## src/rtl/rrs_pkg.sv

```systemverilog
package rrs_pkg;
  localparam int unsigned DEF_NREG = 16;
  localparam int unsigned DEF_TW   = 4;
  localparam int unsigned DEF_DW   = 32;
endpackage

```

## src/rtl/rrs_status_table.sv

```systemverilog
module rrs_status_table #(
  parameter int unsigned NREG = 16,
  parameter int unsigned TW   = 4,
  localparam int unsigned AW  = $clog2(NREG)
) (
  input  logic                     clk_i,
  input  logic                     rst_ni,
  input  logic                     flush_i,
  input  logic                     wr_en_i,
  input  logic [AW-1:0]            wr_idx_i,
  input  logic [TW-1:0]            wr_tag_i,
  input  logic                     cdb_valid_i,
  input  logic [TW-1:0]            cdb_tag_i,
  output logic [NREG-1:0][TW-1:0]  status_o,
  output logic [NREG-1:0]          hit_o
);
  logic [NREG-1:0][TW-1:0] st_q;

  for (genvar i = 0; i < NREG; i++) begin : g_ent
    assign hit_o[i] = cdb_valid_i && (cdb_tag_i != '0) && (st_q[i] == cdb_tag_i);

    // issue beats a same-cycle clear; flush beats both
    always_ff @(posedge clk_i or negedge rst_ni) begin
      if (!rst_ni)                                    st_q[i] <= '0;
      else if (flush_i)                               st_q[i] <= '0;
      else if (wr_en_i && (wr_idx_i == AW'(i)))       st_q[i] <= wr_tag_i;
      else if (hit_o[i])                              st_q[i] <= '0;
    end
  end

  assign status_o = st_q;
endmodule

```

## src/rtl/rrs_value_file.sv

```systemverilog
module rrs_value_file #(
  parameter int unsigned NREG = 16,
  parameter int unsigned DW   = 32
) (
  input  logic                     clk_i,
  input  logic                     rst_ni,
  input  logic [NREG-1:0]          hit_i,
  input  logic [DW-1:0]            data_i,
  output logic [NREG-1:0][DW-1:0]  value_o
);
  logic [NREG-1:0][DW-1:0] v_q;

  for (genvar i = 0; i < NREG; i++) begin : g_reg
    always_ff @(posedge clk_i or negedge rst_ni) begin
      if (!rst_ni)       v_q[i] <= '0;
      else if (hit_i[i]) v_q[i] <= data_i;
    end
  end

  assign value_o = v_q;
endmodule

```

## src/rtl/rrs_src_port.sv

```systemverilog
module rrs_src_port #(
  parameter int unsigned NREG = 16,
  parameter int unsigned TW   = 4,
  parameter int unsigned DW   = 32,
  localparam int unsigned AW  = $clog2(NREG)
) (
  input  logic [AW-1:0]            idx_i,
  input  logic [NREG-1:0][TW-1:0]  status_i,
  input  logic [NREG-1:0][DW-1:0]  value_i,
  input  logic                     cdb_valid_i,
  input  logic [TW-1:0]            cdb_tag_i,
  input  logic [DW-1:0]            cdb_data_i,
  output logic                     rdy_o,
  output logic [DW-1:0]            val_o,
  output logic [TW-1:0]            tag_o
);
  logic [TW-1:0] st;
  logic          byp;

  always_comb begin
    st    = status_i[idx_i];
    byp   = cdb_valid_i && (cdb_tag_i != '0) && (st == cdb_tag_i);
    rdy_o = (st == '0) || byp;
    val_o = byp ? cdb_data_i : value_i[idx_i];
    tag_o = rdy_o ? '0 : st;
  end
endmodule

```

## src/rtl/rrs_rename_table.sv

```systemverilog
module rrs_rename_table
  import rrs_pkg::*;
#(
  parameter int unsigned NREG = DEF_NREG,
  parameter int unsigned TW   = DEF_TW,
  parameter int unsigned DW   = DEF_DW,
  localparam int unsigned AW  = $clog2(NREG)
) (
  input  logic          clk_i,
  input  logic          rst_ni,
  input  logic          flush_i,
  input  logic          iss_valid_i,
  input  logic [AW-1:0] iss_rs1_i,
  input  logic [AW-1:0] iss_rs2_i,
  input  logic [AW-1:0] iss_rd_i,
  input  logic [TW-1:0] iss_tag_i,
  output logic          src1_rdy_o,
  output logic [DW-1:0] src1_val_o,
  output logic [TW-1:0] src1_tag_o,
  output logic          src2_rdy_o,
  output logic [DW-1:0] src2_val_o,
  output logic [TW-1:0] src2_tag_o,
  input  logic          cdb_valid_i,
  input  logic [TW-1:0] cdb_tag_i,
  input  logic [DW-1:0] cdb_data_i
);
  localparam int unsigned NSRC = 2;

  logic [NREG-1:0][TW-1:0] status_q;
  logic [NREG-1:0][DW-1:0] value_q;
  logic [NREG-1:0]         hit;

  logic [NSRC-1:0][AW-1:0] s_idx;
  logic [NSRC-1:0]         s_rdy;
  logic [NSRC-1:0][DW-1:0] s_val;
  logic [NSRC-1:0][TW-1:0] s_tag;

  rrs_status_table #(.NREG(NREG), .TW(TW)) u_stat (
    .clk_i       (clk_i),
    .rst_ni      (rst_ni),
    .flush_i     (flush_i),
    .wr_en_i     (iss_valid_i),
    .wr_idx_i    (iss_rd_i),
    .wr_tag_i    (iss_tag_i),
    .cdb_valid_i (cdb_valid_i),
    .cdb_tag_i   (cdb_tag_i),
    .status_o    (status_q),
    .hit_o       (hit)
  );

  rrs_value_file #(.NREG(NREG), .DW(DW)) u_vals (
    .clk_i   (clk_i),
    .rst_ni  (rst_ni),
    .hit_i   (hit),
    .data_i  (cdb_data_i),
    .value_o (value_q)
  );

  assign s_idx[0] = iss_rs1_i;
  assign s_idx[1] = iss_rs2_i;

  for (genvar p = 0; p < NSRC; p++) begin : g_src
    rrs_src_port #(.NREG(NREG), .TW(TW), .DW(DW)) u_port (
      .idx_i       (s_idx[p]),
      .status_i    (status_q),
      .value_i     (value_q),
      .cdb_valid_i (cdb_valid_i),
      .cdb_tag_i   (cdb_tag_i),
      .cdb_data_i  (cdb_data_i),
      .rdy_o       (s_rdy[p]),
      .val_o       (s_val[p]),
      .tag_o       (s_tag[p])
    );
  end

  assign src1_rdy_o = s_rdy[0];
  assign src1_val_o = s_val[0];
  assign src1_tag_o = s_tag[0];
  assign src2_rdy_o = s_rdy[1];
  assign src2_val_o = s_val[1];
  assign src2_tag_o = s_tag[1];
endmodule

```

## config.mk

```make
export PLATFORM = sky130hd
export DESIGN_NAME = rrs_rename_table
export DESIGN_NICKNAME = d
export VERILOG_FILES = /design/src/rtl/rrs_pkg.sv /design/src/rtl/rrs_status_table.sv /design/src/rtl/rrs_value_file.sv /design/src/rtl/rrs_src_port.sv /design/src/rtl/rrs_rename_table.sv
export SDC_FILE = /design/constraint.sdc
export NUM_CORES = 1
export LEC_CHECK = 0
export BUFFER_PORTS_ARGS = -buffer_cell sky130_fd_sc_hd__buf_2
export CAP_MARGIN = 20
export CORE_MARGIN = 2
export CORE_UTILIZATION = 33
export CTS_BUF_LIST = sky130_fd_sc_hd__clkbuf_4
export CTS_CLUSTER_DIAMETER = 120
export DETAILED_ROUTE_END_ITERATION = 10
export SYNTH_ARGS = -nofsm -noshare
export SYNTH_HDL_FRONTEND = slang
export SYNTH_SLANG_ARGS = --single-unit
```

## constraint.sdc

```tcl
create_clock -name clk_i -period 8.1 [get_ports clk_i]
set_clock_uncertainty 0.1 [all_clocks]
set_input_delay 2.43 -clock clk_i [delete_from_list [all_inputs] [get_ports clk_i]]
set_output_delay 2.43 -clock clk_i [all_outputs]
set_load 0.005 [all_outputs]
```

==> reports/qor.log, run 1 <==
qor: status.outcome finished, final reports clean
qor: floorplan.fp.dieH 317 µm
qor: timing.tns 0 ns
qor: floorplan.fp.dieArea 100000 µm²
qor: timing.final-max-slew-violation-count 0
qor: detailed_routing.via_per_inst 5.67
qor: timing.max_freq 131 MHz
qor: cells_and_area.final_common_cell mux2_2
qor: timing.worst_slack 0.466 ns
qor: critical_path.timing_worst_setup_path_type in2out
qor: clock_tree.tritoncts.num_buffers 160
qor: power_and_ir_drop.vdd_drop_max 0.137 mV
qor: global_routing.wire_length_of_the_first_global_routing_pass 145000 µm
qor: synthesis.syn_inst 2149
qor: floorplan.core_region_area 96900 µm²
qor: cells_and_area.final_cell_mix mux2_2, dfrtp_1, mux4_2
qor: worst_hold_path.worst_hold_endpoint u_vals.value_o[376]
qor: detailed_routing.drc 0
qor: global_routing.grt_max_degree 201
qor: cells_and_area.final_layout_size_suffix_gt1_frac 0.575
qor: synthesis.syn_area_per_cell 15.0 µm²
qor: place.place_congestion 0.865
qor: clock_tree.tritoncts done
qor: timing.layout_min_cycle_time 7.63 ns
qor: cells_and_area.finalInstanceArea 36500 µm²
qor: timing.unrepaired_setup_endpoints_after_global_routing no
qor: worst_hold_path.holdCritStartpoint u_vals.value_o[376]
qor: synthesis.postSynthNetCount 2206
qor: timing.hold_violations 0
qor: timing.layout_worst_path_cycle_share 0.943
qor: detailed_routing.drt_iter0_markers 1554
qor: critical_path.reg2reg_depth 5
qor: cells_and_area.n_fill_cell 9028
qor: clock_tree.holdBufCountCts 0
qor: floorplan.ioPinCount 131
qor: synthesis.ys_seq_elements 576
qor: timing.timing_worst_slew_pin_value 1.13 ns
qor: synthesis.seq_area_frac_synth 0.446
qor: critical_path.cp.arrival 5.10 ns
qor: worst_hold_path.worst_hold_path.num_cells 1
qor: flow_run.max_cap_viol_count 0
qor: clock_tree.htree_levels 4
qor: cells_and_area.syn_to_final_growth 12.8%
qor: cells_and_area.multi_input_area 17200 µm²
qor: floorplan.start_util 0.334
qor: clock_tree.clock_insertion_delay_worst_skew 1.02 ns
qor: timing.setup_viol 0
qor: synthesis.yosysWarningCount 0
qor: critical_path.regToRegStartpoint u_stat.status_o[19]
qor: place.preCtsSetupSlack 0.436 ns
qor: cells_and_area.layout.area.seq 14400 µm²
qor: global_routing.grt_pass1_vias 22747
qor: place.port_buffers 130
qor: floorplan.dieWidth 317 µm
qor: synthesis.synth.cell_area 32300 µm²
qor: clock_tree.numClockSinks 576
qor: detailed_routing.detail-route-antenna-nets 0
qor: critical_path.cp-end-kind output pin
qor: global_routing.grt_antenna_before_repair 5
qor: cells_and_area.fin_nets 2350
qor: detailed_routing.route.final.wire_length 96100 µm
qor: critical_path.reg2reg_slack 5.38 ns
qor: critical_path.reg2reg_to u_vals.value_o[155]
qor: clock_tree.post_cts_setup_buffer_count 0
qor: power_and_ir_drop.power.density_cell_area 252 nW/µm²
qor: critical_path.critical_path.startpoint_type input pin
qor: global_routing.gr-usage-all-layers 0.194
qor: place.dp_hpwl 53300 µm
qor: clock_tree.cts_repair_resize_count 0
qor: clock_tree.clock_path_buffers 3
qor: floorplan.rows 114
qor: critical_path.maximum_fanout_along_the_worst_path 30
qor: synthesis.synth.distinct_cells 45
qor: detailed_routing.drtPass1Iterations 7
qor: place.placement.cell_area 34400 µm²
qor: clock_tree.clk_transition_reported_paths 0.06 ns
qor: detailed_routing.vias 20952
qor: global_routing.overflow 0
qor: critical_path.cp_data_required_time 5.57 ns
qor: detailed_routing.routed_wire_length_per_instance 26.0 µm
qor: power_and_ir_drop.p_leak 14.8 nW
qor: timing.slew-limit-headroom 0.244
qor: clock_tree.clock_root_cell clkbuf_4
qor: worst_hold_path.worst_hold_path_type reg2reg
flip-flops by register name, indices dropped and copies added (netlist names):
register	count
u_stat.status_o	64
u_vals.value_o	512
critical path, stage by stage:
cell and delay [ns]:
buf_6 0.29, mux4_2 0.55, mux2_2 0.31, mux2i_1 0.24
xnor2_1 0.18, nor3b_4 0.28, buf_12 0.27, mux2_2 0.37
buf_2 0.13
worst max-delay path by stage:
stage | end | cells after the start | slack, ns | start
after floorplan | src2_val_o[15] | 6 | 0.76 | iss_rs2_i[0]
after global placement | src1_val_o[18] | 11 | 0.50 | iss_rs1_i[1]
after detailed placement | src1_val_o[26] | 9 | 0.44 | iss_rs1_i[1]
after CTS | src1_val_o[18] | 9 | 0.42 | iss_rs1_i[1]
after global routing | src2_val_o[21] | 10 | 0.29 | iss_rs2_i[1]
final | src1_val_o[10] | 9 | 0.47 | iss_rs1_i[1]
cell usage after synthesis, drive strengths merged:
library cell    n  area, µm²
a211o           1       8.76
a221o           2       20.0
a221oi          6       71.3
a22oi           4       30.0
o21a            1       7.51
mux2i          33        330
o31ai           1       7.51
nor3            9       45.0
nor4            2       12.5
buf            64        353
nor4b           1       8.76
nand4          16        100
o21ai           2       13.8
a21oi          68        340
o211ai          3       27.5
nand3           5       25.0
clkbuf        131        492
o22ai           7       43.8
or3             2       12.5
mux2          608       6850
o221ai          4       41.3
a2bb2oi         1       8.76
dfrtp         576      14400
and3b           1       8.76
nor2          108        405
nand2b          7       43.8
nand3b          2       15.0
and2b           1       7.51
nor2b           4       25.0
inv             1       3.75
xor2            2       17.5
mux4          328       7390
nand2          18       67.6
nor3b          62        488
a31o            1       8.76
xnor2          67        587
report_power, final:
group          internal (mW)  switching (mW)
logic                   1.52           0.862
registers               3.59           0.501
clock network           1.46            1.25
total                   6.57            2.62
area by class of cell:
cell class	count	area share
multi-input cells	1377	0.472
flip-flops and latches	576	0.395
clock buffers	245	0.0504
well taps	1276	0.0438
repair buffers	177	0.0324
clock inverters	36	0.00604
diodes	6	0.000412
inverters	1	0.000103
routing by layer:
| metal | part of all wire | track usage | vias up |
|---|---|---|---|
| met5 | 0.00014 | 0 | - |
| met4 | 0.025 | 0.0640 | 2 |
| met3 | 0.059 | 0.0423 | 155 |
| met2 | 0.49 | 0.320 | 750 |
| met1 | 0.42 | 0.255 | 11365 |
| li1 | - | - | 8680 |
metrics by stage:
| step | power, mW | instances | hold WS [ns] | util |
|---|---|---|---|---|
| global placement | 6.36 | 3405 | 0.401 | 0.355 |
| finish | 9.19 | 3694 | 0.423 | 0.376 |
| CTS | 9.30 | 3686 | 0.425 | 0.376 |
| detailed placement | 6.54 | 3405 | 0.411 | 0.355 |
| floorplan | 5.75 | 2149 | 0.392 | - |
| global route | 9.70 | 3693 | 0.437 | 0.376 |
kinds of logic after synthesis:
group | after synthesis | share of synthesized area
AO/OA/AOI/OAI | 101 | 0.0195
XOR/XNOR | 69 | 0.0187
buffers and inverters | 196 | 0.0262
flip-flops | 576 | 0.446
multiplexers | 969 | 0.451
AND/OR/NAND/NOR | 238 | 0.0391
Power figures use the tool's default switching activity.
==> run 2: changes to the inputs <==
- clock period: 8.1 -> 8.3 ns (I/O delays scaled with it)
==> reports/qor.log, run 2 (synthesized netlist as in run 1, its figures left out) <==
qor: place.port_buffers 130 [unchanged]
qor: cells_and_area.syn_to_final_growth 12.3%
qor: timing.hold_violations 0 [unchanged]
qor: clock_tree.clk_transition_reported_paths 0.06 ns [about the same]
qor: worst_hold_path.worst_hold_path.num_cells 1 [unchanged]
qor: status.outcome finished, final reports clean
qor: detailed_routing.vias 20687 [-1.3%]
qor: cells_and_area.fin_nets 2345 [-0.21%]
qor: floorplan.fp.dieH 317 µm [unchanged]
qor: floorplan.fp.dieArea 100000 µm² [unchanged]
qor: timing.final-max-slew-violation-count 0 [unchanged]
qor: clock_tree.tritoncts done
qor: power_and_ir_drop.power.density_cell_area 242 nW/µm² [-3.9%]
qor: clock_tree.holdBufCountCts 0 [unchanged]
qor: global_routing.wire_length_of_the_first_global_routing_pass 144000 µm [-0.53%]
qor: detailed_routing.via_per_inst 5.62 [-0.89%]
qor: clock_tree.tritoncts.num_buffers 155 [-3.1%]
qor: timing.layout_min_cycle_time 7.88 ns
qor: clock_tree.htree_levels 4 [unchanged]
qor: global_routing.grt_max_degree 185 [-8.0%]
qor: cells_and_area.multi_input_area 17200 µm² [unchanged]
qor: floorplan.dieWidth 317 µm [unchanged]
qor: clock_tree.clock_root_cell clkbuf_4
qor: clock_tree.numClockSinks 576 [unchanged]
qor: critical_path.timing_worst_setup_path_type in2out
qor: timing.unrepaired_setup_endpoints_after_global_routing no
qor: place.dp_hpwl 53000 µm [-0.67%]
qor: cells_and_area.final_common_cell mux2_2
qor: timing.slew-limit-headroom 0.215 [-0.0289]
qor: critical_path.critical_path.startpoint_type input pin
qor: clock_tree.clock_path_buffers 3 [unchanged]
qor: flow_run.max_cap_viol_count 0 [unchanged]
qor: timing.max_freq 127 MHz
qor: timing.layout_worst_path_cycle_share 0.949
qor: timing.timing_worst_slew_pin_value 1.17 ns [+0.0344 ns]
qor: worst_hold_path.worst_hold_path_type reg2reg
qor: critical_path.cp-startpoint iss_rs2_i[1]
qor: floorplan.rows 114 [unchanged]
qor: detailed_routing.route.final.wire_length 94300 µm [-1.8%]
qor: detailed_routing.drc 0 [unchanged]
qor: detailed_routing.drt_iter0_markers 1346 [-13%]
qor: global_routing.grt_antenna_before_repair 5 [unchanged]
qor: critical_path.cp.arrival 5.29 ns [+0.19 ns]
qor: worst_hold_path.holdCritStartpoint u_vals.value_o[85]
qor: floorplan.start_util 0.334 [unchanged]
qor: cells_and_area.fin_cells 3680 [-0.38%]
qor: critical_path.cp-end-kind output pin
qor: floorplan.ioPinCount 131 [unchanged]
qor: clock_tree.cts_repair_resize_count 0 [unchanged]
qor: global_routing.overflow 0 [unchanged]
qor: cells_and_area.n_fill_cell 9063 [+0.39%]
qor: power_and_ir_drop.p_leak 14.7 nW [-0.71%]
qor: critical_path.maximum_fanout_along_the_worst_path 30 [unchanged]
qor: place.dp.cells 3403 [-0.059%]
qor: global_routing.grt_pass1_vias 22683 [-0.28%]
qor: cells_and_area.largest_register_ff_count 512 [unchanged]
qor: detailed_routing.detail-route-antenna-nets 0 [unchanged]
qor: cells_and_area.final_layout_size_suffix_gt1_frac 0.568 [-0.00677]
qor: timing.setup_viol 0 [unchanged]
qor: power_and_ir_drop.vdd_drop_max 0.130 mV [-5.0%]
qor: critical_path.regToRegStartpoint u_stat.status_o[27]
qor: power_and_ir_drop.total_power 8.78 mW [-4.4%]
qor: clock_tree.clock_insertion_delay_worst_skew 0.99 ns [-0.03 ns]
qor: place.place_congestion 0.869 [+0.52%]
qor: global_routing.gr-usage-all-layers 0.192 [-0.00185]
qor: critical_path.reg2reg_depth 5 [unchanged]
qor: cells_and_area.layout.area.seq 14400 µm² [unchanged]
qor: detailed_routing.routed_wire_length_per_instance 25.6 µm [-1.4%]
qor: floorplan.core_region_area 96900 µm² [unchanged]
qor: critical_path.cp_data_required_time 5.71 ns [+0.14 ns]
qor: timing.tns 0 ns [unchanged]
qor: detailed_routing.drtPass1Iterations 5 [-2]
qor: cells_and_area.final_cell_mix mux2_2, dfrtp_1, mux4_2
qor: clock_tree.post_cts_setup_buffer_count 0 [unchanged]
run 2: worst paths after layout:
kind,to,slack (ns)
worst min register to register,u_vals.value_o[85],0.42
worst max-delay path,src2_val_o[10],0.42
worst max register to register,u_vals.value_o[223],5.63
min in group asynchronous,u_stat.status_o[12],1.47
worst min-delay path,u_vals.value_o[85],0.42
max in group asynchronous,u_vals.value_o[130],4.85
run 2: cell type report:
class | count | share of cell area
diodes | 2 | 0.000138
clock buffers | 226 | 0.0467
inverters | 1 | 0.000103
well taps | 1276 | 0.0440
clock inverters | 45 | 0.00565
flip-flops and latches | 576 | 0.397
repair buffers | 177 | 0.0326
multi-input cells | 1377 | 0.474
run 2: per-stage QoR:
step / worst slack (ns) / cell area [µm²] / hold WS, ns / util
after floorplan: 0.842 / 32300 / 0.392 / -
after global placement: 0.536 / 34400 / 0.401 / 0.355
after detailed placement: 0.445 / 34400 / 0.411 / 0.355
after CTS: 0.420 / 36300 / 0.426 / 0.374
after global routing: 0.214 / 36300 / 0.439 / 0.375
final: 0.424 / 36300 / 0.424 / 0.375
run 2: where the power goes:
part	internal, mW	leakage, nW	switching, mW
clock network	1.27	1.15	1.20
logic	1.48	6.37	0.841
registers	3.50	7.18	0.483
run 2: worst max-delay path, stage by stage:
cell,delay (ns)
buf_6,0.28
mux2_2,0.23
o22ai_1,0.07
a221oi_1,0.46
mux2i_1,0.25
o211ai_1,0.20
nor3b_4,0.37
buf_12,0.26
buf_4,0.18
mux2_2,0.33
buf_2,0.13
run 2: layer usage:
layer	wire, µm	vias to the layer above	global-route usage
met2	46100	675	0.313
met3	5330	213	0.0417
li1	-	8679	-
met4	3010	2	0.0758
met5	7	-	0
met1	39900	11118	0.251
